--- src/rtl/mash12_pkg.sv ---
package mash12_pkg;
  localparam int unsigned Q_W   = 3;
  localparam int unsigned OUT_W = 4;
  typedef logic signed [Q_W-1:0]   q_t;
  typedef logic signed [OUT_W-1:0] y_t;
endpackage

--- src/rtl/mash12_acc.sv ---
module mash12_acc #(
  parameter int unsigned W = 12
) (
  input  logic         clk_i,
  input  logic         rst_ni,
  input  logic         clr_ni,
  input  logic         en_i,
  input  logic [W-1:0] add_i,
  output logic [W-1:0] acc_o,
  output logic         cy_o
);
  logic [W-1:0] acc_q;
  logic         cy_q;
  logic [W:0]   sum;

  assign sum = {1'b0, acc_q} + {1'b0, add_i};

  always_ff @(posedge clk_i or negedge rst_ni) begin
    if (!rst_ni) begin
      acc_q <= '0;
      cy_q  <= 1'b0;
    end else if (!clr_ni) begin
      acc_q <= '0;
      cy_q  <= 1'b0;
    end else if (en_i) begin
      {cy_q, acc_q} <= sum;
    end
  end

  assign acc_o = acc_q;
  assign cy_o  = cy_q;


  clr_zero_chk: assert property (@(posedge clk_i) disable iff (!rst_ni)
    !clr_ni |=> (acc_o == '0) && !cy_o);


  hold_chk: assert property (@(posedge clk_i) disable iff (!rst_ni)
    (clr_ni && !en_i) |=> ($stable(acc_o) && $stable(cy_o)));
endmodule

--- src/rtl/mash12_comb.sv ---
module mash12_comb
  import mash12_pkg::*;
(
  input  logic clk_i,
  input  logic rst_ni,
  input  logic clr_ni,
  input  logic en_i,
  input  logic c1_i,
  input  logic c2_i,
  input  logic c3_i,
  output y_t   y_o
);
  logic c1_d1, c1_d2, c2_d, c3_d;
  q_t   q2, q2_d;
  y_t   y_nxt, y_q;

  always_comb begin
    q2    = q_t'({{(Q_W-1){1'b0}}, c2_d}) + q_t'({{(Q_W-1){1'b0}}, c3_i})
          - q_t'({{(Q_W-1){1'b0}}, c3_d});
    y_nxt = y_t'({{(OUT_W-1){1'b0}}, c1_d2}) + y_t'(q2) - y_t'(q2_d);
  end

  always_ff @(posedge clk_i or negedge rst_ni) begin
    if (!rst_ni) begin
      {c1_d1, c1_d2, c2_d, c3_d} <= '0;
      q2_d <= '0;
      y_q  <= '0;
    end else if (!clr_ni) begin
      {c1_d1, c1_d2, c2_d, c3_d} <= '0;
      q2_d <= '0;
      y_q  <= '0;
    end else if (en_i) begin
      c1_d1 <= c1_i;
      c1_d2 <= c1_d1;
      c2_d  <= c2_i;
      c3_d  <= c3_i;
      q2_d  <= q2;
      y_q   <= y_nxt;
    end else begin
      y_q <= '0;
    end
  end

  assign y_o = y_q;


  q2_range_chk: assert property (@(posedge clk_i) disable iff (!rst_ni)
    (q2 >= -1) && (q2 <= 2));


  y_range_chk: assert property (@(posedge clk_i) disable iff (!rst_ni)
    (y_o >= -3) && (y_o <= 4));


  idle_zero_chk: assert property (@(posedge clk_i) disable iff (!rst_ni)
    (clr_ni && !en_i) |=> (y_o == '0));
endmodule

--- src/rtl/mash12_mod.sv ---
module mash12_mod
  import mash12_pkg::*;
#(
  parameter int unsigned IN_W   = 21,
  parameter int unsigned ACC1_W = 24,
  parameter int unsigned ACC2_W = 12,
  parameter int unsigned ACC3_W = 10
) (
  input  logic            clk_i,
  input  logic            rst_ni,
  input  logic            en_i,
  input  logic            clr_ni,
  input  logic [IN_W-1:0] frac_i,
  output logic [OUT_W-1:0] y_o
);
  localparam int unsigned SHIFT = ACC1_W - IN_W;

  logic [ACC1_W-1:0] acc1, add1;
  logic [ACC2_W-1:0] acc2, add2;
  logic [ACC3_W-1:0] acc3, add3;
  logic              c1, c2, c3;
  y_t                y;

  assign add1 = {frac_i, {SHIFT{1'b0}}};

  // truncated residue hand-off; pad when a later stage is not narrower
  if (ACC2_W <= ACC1_W) begin : g_trunc2
    assign add2 = acc1[ACC1_W-1 -: ACC2_W];
  end else begin : g_pad2
    assign add2 = {acc1, {(ACC2_W-ACC1_W){1'b0}}};
  end

  if (ACC3_W <= ACC2_W) begin : g_trunc3
    assign add3 = acc2[ACC2_W-1 -: ACC3_W];
  end else begin : g_pad3
    assign add3 = {acc2, {(ACC3_W-ACC2_W){1'b0}}};
  end

  mash12_acc #(.W(ACC1_W)) u_acc1 (
    .clk_i(clk_i), .rst_ni(rst_ni), .clr_ni(clr_ni), .en_i(en_i),
    .add_i(add1), .acc_o(acc1), .cy_o(c1));

  mash12_acc #(.W(ACC2_W)) u_acc2 (
    .clk_i(clk_i), .rst_ni(rst_ni), .clr_ni(clr_ni), .en_i(en_i),
    .add_i(add2), .acc_o(acc2), .cy_o(c2));

  mash12_acc #(.W(ACC3_W)) u_acc3 (
    .clk_i(clk_i), .rst_ni(rst_ni), .clr_ni(clr_ni), .en_i(en_i),
    .add_i(add3), .acc_o(acc3), .cy_o(c3));

  mash12_comb u_comb (
    .clk_i(clk_i), .rst_ni(rst_ni), .clr_ni(clr_ni), .en_i(en_i),
    .c1_i(c1), .c2_i(c2), .c3_i(c3), .y_o(y));

  assign y_o = y;


  zero_in_chk: assert property (@(posedge clk_i) disable iff (!rst_ni)
    (frac_i == '0 && acc1 == '0 && acc2 == '0 && acc3 == '0 && !c1 && !c2 && !c3)
      |=> (acc1 == '0));
endmodule

--- config.mk ---
export PLATFORM = sky130hd
export DESIGN_NAME = mash12_mod
export DESIGN_NICKNAME = d
export VERILOG_FILES = /design/src/rtl/mash12_pkg.sv /design/src/rtl/mash12_acc.sv /design/src/rtl/mash12_comb.sv /design/src/rtl/mash12_mod.sv
export SDC_FILE = /design/constraint.sdc
export NUM_CORES = 1
export LEC_CHECK = 0
export ABC_AREA = 0
export BUFFER_PORTS_ARGS = -buffer_cell sky130_fd_sc_hd__buf_2
export CAP_MARGIN = 10
export CORE_MARGIN = 2
export CORE_UTILIZATION = 50
export DETAILED_ROUTE_END_ITERATION = 6
export PLACE_DENSITY = 0.74
export SYNTH_ARGS = -nofsm -noshare
export SYNTH_HDL_FRONTEND = slang
export SYNTH_SLANG_ARGS = --single-unit
--- constraint.sdc ---
create_clock -name clk_i -period 5.5 [get_ports clk_i]
set_clock_uncertainty 0.1 [all_clocks]
set_input_delay 1.1 -clock clk_i [delete_from_list [all_inputs] [get_ports clk_i]]
set_output_delay 1.1 -clock clk_i [all_outputs]
set_load 0.05 [all_outputs]
# Yosys cells after proc, flatten, opt, wreduce, memory -nomap -nowiden
# Cells that the tools add are included.
dict set report word_totals {
  inputBits 25
  output_inout_bits 4
  regBits 60
}
dict set report op_classes {
  n_mux 24
  n_eq_ne 1
  n_addsub 7
}
# cell count
set op_table {}
lappend op_table {{two-way mux 24 bit} 2}
lappend op_table {{adder 24 x 24 -> 25 bit} 1}
lappend op_table {{two-way mux 12 bit} 2}
lappend op_table {{two-way mux 10 bit} 2}
lappend op_table {{two-way mux 1 bit} 14}
lappend op_table {{adder 12 x 12 -> 13 bit} 1}
lappend op_table {{adder 10 x 10 -> 11 bit} 1}
lappend op_table {{two-way mux 4 bit} 2}
lappend op_table {{two-way mux 3 bit} 2}
lappend op_table {{adder 2 x 3 -> 4 bit} 1}
lappend op_table {{subtractor 4 x 3 -> 4 bit} 1}
lappend op_table {{subtractor 2 x 1 -> 3 bit} 1}
lappend op_table {{adder 1 x 1 -> 2 bit} 1}
lappend op_table {{!= test 2 bit (second input constant)} 1}

# Logic depth before layout (Yosys ltp)
dict set report depth {
  word_depth 6
  ltp_mapped 13
  mapped_depth_nobuf 13
}

# Cells and area by module
# Synthesis repeated with hierarchy kept, for this count alone.
dict set report hier_totals {
  hier_cells 536
  area_unflattened_um2 4838.4
}
# module area_per_inst_um2 cells_per_inst instances seq_area_each_um2
set modules_own_cells {}
lappend modules_own_cells {{mash12_acc (u_acc1)} 2210.9 254 1 625.6}
lappend modules_own_cells {{mash12_acc (u_acc2)} 1083.5 121 1 325.3}
lappend modules_own_cells {{mash12_acc (u_acc3)} 894.6 103 1 275.3}
lappend modules_own_cells {mash12_comb 645.6 57 1 275.3}
lappend modules_own_cells {mash12_mod 3.8 1 1 0.0}

# Least setup slack after synthesis
# Ideal clock, no wire load.
dict set report synth_timing {
  path_kind {input to register}
  start {in frac_i[12]}
  end {reg u_acc1.cy_q, in the netlist u_acc1.cy_o}
  setup_slack_ps 2531
  stages 8
  t_required_ps 5277
  setup_time_ps 123
  t_arrival_ps 2746
  path_cell_list {ha_1 a21o_1 a21o_1 a2111o_1 a31o_1 o21ai_1 o2bb2ai_1 a21oi_1}
}
dict set report synth_via {
  elab_chain_len 3
}
# element line_no
set synth_rtl {}
lappend synth_rtl {{start, declared} mash12_mod.sv:13} ;# input logic [IN_W-1:0] frac_i,
lappend synth_rtl {{adder 24 x 24 -> 25 bit} mash12_acc.sv:16} ;# assign sum = {1'b0, acc_q} + {1'b0, add_i};
lappend synth_rtl {{two-way mux 1 bit} mash12_acc.sv:25} ;# end else if (en_i) begin
lappend synth_rtl {{two-way mux 1 bit} mash12_acc.sv:22} ;# end else if (!clr_ni) begin
lappend synth_rtl {{end signal, assigned} mash12_acc.sv:26} ;# {cy_q, acc_q} <= sum;
lappend synth_rtl {{end, declared} mash12_acc.sv:13} ;# logic cy_q;
# Every way passes these cells. The select of a mux whose other input is x is not followed.
# A chain may end at the register's enable or synchronous reset.

# Worst setup path in the final report
dict set report layout_timing {
  start {in frac_i[0]}
  end {reg u_acc1.acc_q[17], in the netlist u_acc1.acc_o[17]}
}
dict set report layout_via {
  elab_chain_len 3
}
# element line_no
set layout_rtl {}
lappend layout_rtl {{adder 24 x 24 -> 25 bit} mash12_acc.sv:16}
lappend layout_rtl {{two-way mux 24 bit} mash12_acc.sv:25}
lappend layout_rtl {{two-way mux 24 bit} mash12_acc.sv:22}
lappend layout_rtl {{end signal, assigned} mash12_acc.sv:26}
lappend layout_rtl {{end, declared} mash12_acc.sv:12} ;# logic [W-1:0] acc_q;
# Every way passes these cells. The select of a mux whose other input is x is not followed.

==> qor.yml <==
floorplanning:
  num_rows: 34
  core_mm2: 0.00859
  io_pins: 29
  dieArea_mm2: 0.00951
  start_util_pct: 50.9
  die_w_um: 97.5
  die_h_um: 97.5
setup_path:
  worstSetupPathType: "in -> reg"
  start_kind: "primary input"
  rrSetupSlack_ns: 2.90
  critPathMaxFanout: 4
  reg2reg_from: "u_comb.c3_d"
  cp-endpoint: "u_acc1.acc_o[17]"
  reg2reg_to: "u_comb.y_o[3]"
  critPathCaptureType: "register"
  crit_required_ns: 5.61
  ff2ff_path_depth: 12
  crit_path_start: "frac_i[0]"
  arrival_ns: 3.16
routing:
  antenna_left: 0
  viasPerCell: 5.88
  drt_first_pass_iters: 4
  drc: 0
  vias: 3708
  drt-total-wl_um: 9650
  drtIter0Drc: 189
  wl_per_cell_um: 15.3
clock_tree:
  root_buffer: "clkbuf_8"
  clkSlewWorstSetupHoldPaths_ns: 0.07
  worstSkewPairLatency_ns: 0.34
  clkSinkCount: 57
  tritoncts: "done"
  htreeDepth: 3
  ctsResizeCount: 0
  post_cts_buffers: 0
  cts_made_buffers: 9
  cts_max_path_buffers: 2
  hold_buffers: 0
yosys:
  syn_avg_cell_area_um2: 8.91
  syn_nets: 572
  yosysSeqAreaShare_pct: 32.6
  synth_flop_cell: "dfrtp_1"
  yosys_register_bits: 57
  synth_edf_count: 0
  synth_area_mm2: 0.00437
  async_flop_share_pct: 100
  syn_inst: 491
  ys_warn_count: 0
  synthDistinctLibCells: 62
place:
  place.gp.congestion: 0.944
  place_ws_ns: 2.16
  port-buffer-count: 28
  place_hpwl_um: 6880
sta:
  setup_viol: 0
  fmax_mhz: 328
  finalMaxSlewViolations: 0
  tns_ns: 0
  worst_slew_pin_slew_ns: 1.13
  period_needed_ns: 3.05
  slew_headroom_pct: 24.1
  hold_viol: 0
  rsz0062_at_grt: "no"
  setup_slack_ns: 2.45
  timing.hold.ws_ns: 0.417
  fin_crit_sh_pct: 55.5
power:
  p_leak_nw: 2.33
  power.density_cell_area_mw_per_mm2: 263
  ir_drop_v: 0.000180
global_routing:
  antenna_found_initial: 0
  grt_pass1_wl_um: 16700
  overflow: 0
  first_global_vias: 3731
  grtUsageTotal_pct: 21.5
  grt_max_degree: 58
final_layout:
  nets: 599
  drive_gt1_share_pct: 10.7
  multi_input_area_mm2: 0.00273
  n_antenna_cell: 0
  final_common_cell: "dfrtp_1"
  fillers: 813
  final_cell_mix: "dfrtp_1 (57), ha_1 (52), nor2_1 (51)"
  synthToLayoutAreaGrowth_pct: 9.30
  seqCellArea_mm2: 0.00143
job:
  max_cap_viol_count: 0
min_path:
  hp-class: "reg -> reg"
status:
  status: "finished, final reports clean"
==> through the flow <==
step | instances | area, um2 | utilization (%) | power, mW
5_1_grt | 631 | 4780 | 55.6 | 1.34
2_1_floorplan | 491 | 4370 | - | 0.780
3_5_place_dp | 615 | 4580 | 53.3 | 0.868
3_3_place_gp | 615 | 4580 | 53.3 | 0.855
4_1_cts | 631 | 4780 | 55.6 | 1.27
6_report | 631 | 4780 | 55.6 | 1.26
==> worst max-delay path: stages <==
cell and delay [ns]:
buf_2 0.10, ha_1 0.22, inv_1 0.08, fa_1 0.18
nor2b_1 0.07, o31a_1 0.30, o2111ai_2 0.30, a21oi_1 0.11
o31a_1 0.29, o2111ai_1 0.25, o311ai_1 0.15
==> metal layers <==
layer	track usage [%]	vias to the layer above	part of all wire, %
li1	-	1848	-
met1	26.2	1774	44
met2	36.8	62	49
met3	4.68	24	3.2
met4	8.97	0	2.9
met5	0	-	0
==> area by class of cell <==
cell class                 count  area share, %
clock inverter                 7           1.49
timing repair buffer          32           3.56
sequential                    57           29.8
clock buffer                   9           2.59
multi-input combinational    384           57.0
tap                          108           2.83
inverter                      34           2.67
==> cells by family after synthesis <==
group                      after synthesis  synth area share, %
and+or+nand+nor                        150                 16.3
adders and majority gates               56                 16.7
DFF                                     57                 32.6
xor gates and xnor gates                17                 3.41
AOI/OAI and AO/OA                      144                 22.0
buffers and inverters                   50                 5.06
muxes                                   17                 3.92
==> where the power goes <==
part	leakage [nW]	switching, mW	total (mW)	internal [mW]
registers	0.772	0.0319	0.487	0.455
logic	1.47	0.220	0.378	0.157
clock network	0.0912	0.186	0.394	0.208
total	2.33	0.439	1.26	0.820
==> worst min-delay path by stage <==
stage | startpoint | to | slack, ns | cells after the start
6_report | u_acc3.acc_o[9] | u_acc3.acc_o[9] | 0.42 | 2
5_1_grt | u_acc3.acc_o[9] | u_acc3.acc_o[9] | 0.45 | 2
4_1_cts | u_acc3.acc_o[9] | u_acc3.acc_o[9] | 0.42 | 2
3_5_place_dp | u_acc3.acc_o[9] | u_acc3.acc_o[9] | 0.41 | 2
3_3_place_gp | u_acc3.acc_o[9] | u_acc3.acc_o[9] | 0.38 | 2
2_1_floorplan | u_acc3.acc_o[9] | u_acc3.acc_o[9] | 0.36 | 2
==> flip-flops by register name, summed over array words and instances (netlist names) <==
name and flops:
u_acc2.cy_o 1, u_comb.q2_d 3, u_acc3.acc_o 10, u_comb.c3_d 1
u_comb.c1_d2 1, u_comb.c1_d1 1, u_comb.y_o 4, u_comb.c2_d 1
u_acc1.acc_o 21, u_acc1.cy_o 1, u_acc3.cy_o 1, u_acc2.acc_o 12
==> cells in the mapped netlist (3+ instances only) <==
cell type   n  area [um2]
o31a_1      3        26.3
and3_1      6        37.5
nand2_1    37         139
nand3b_1    4        30.0
and2_1      4        25.0
dfrtp_1    57        1430
or3_1       5        31.3
buf_2       3        15.0
clkbuf_8    3        41.3
a21oi_1    38         190
clkbuf_1    9        33.8
inv_1      33         124
xnor2_1     8        70.1
o21ai_0    21         105
a211oi_1    9        67.6
o21ai_1    13        65.1
fa_1        4        80.1
o211ai_1    4        30.0
nand4b_1    3        26.3
nor2b_1     7        43.8
o21a_1      7        52.6
a21o_1     10        75.1
ha_1       52         651
o2111ai_1   3        26.3
xor2_1      9        78.8
nand3_1    15        75.1
o21bai_1    4        30.0
nor3_1      8        40.0
o31ai_1     3        22.5
nand4_1     3        18.8
nor2_1     51         191
a31oi_1     3        18.8
mux2i_1    16         160
(Power assumes the default switching activity.)
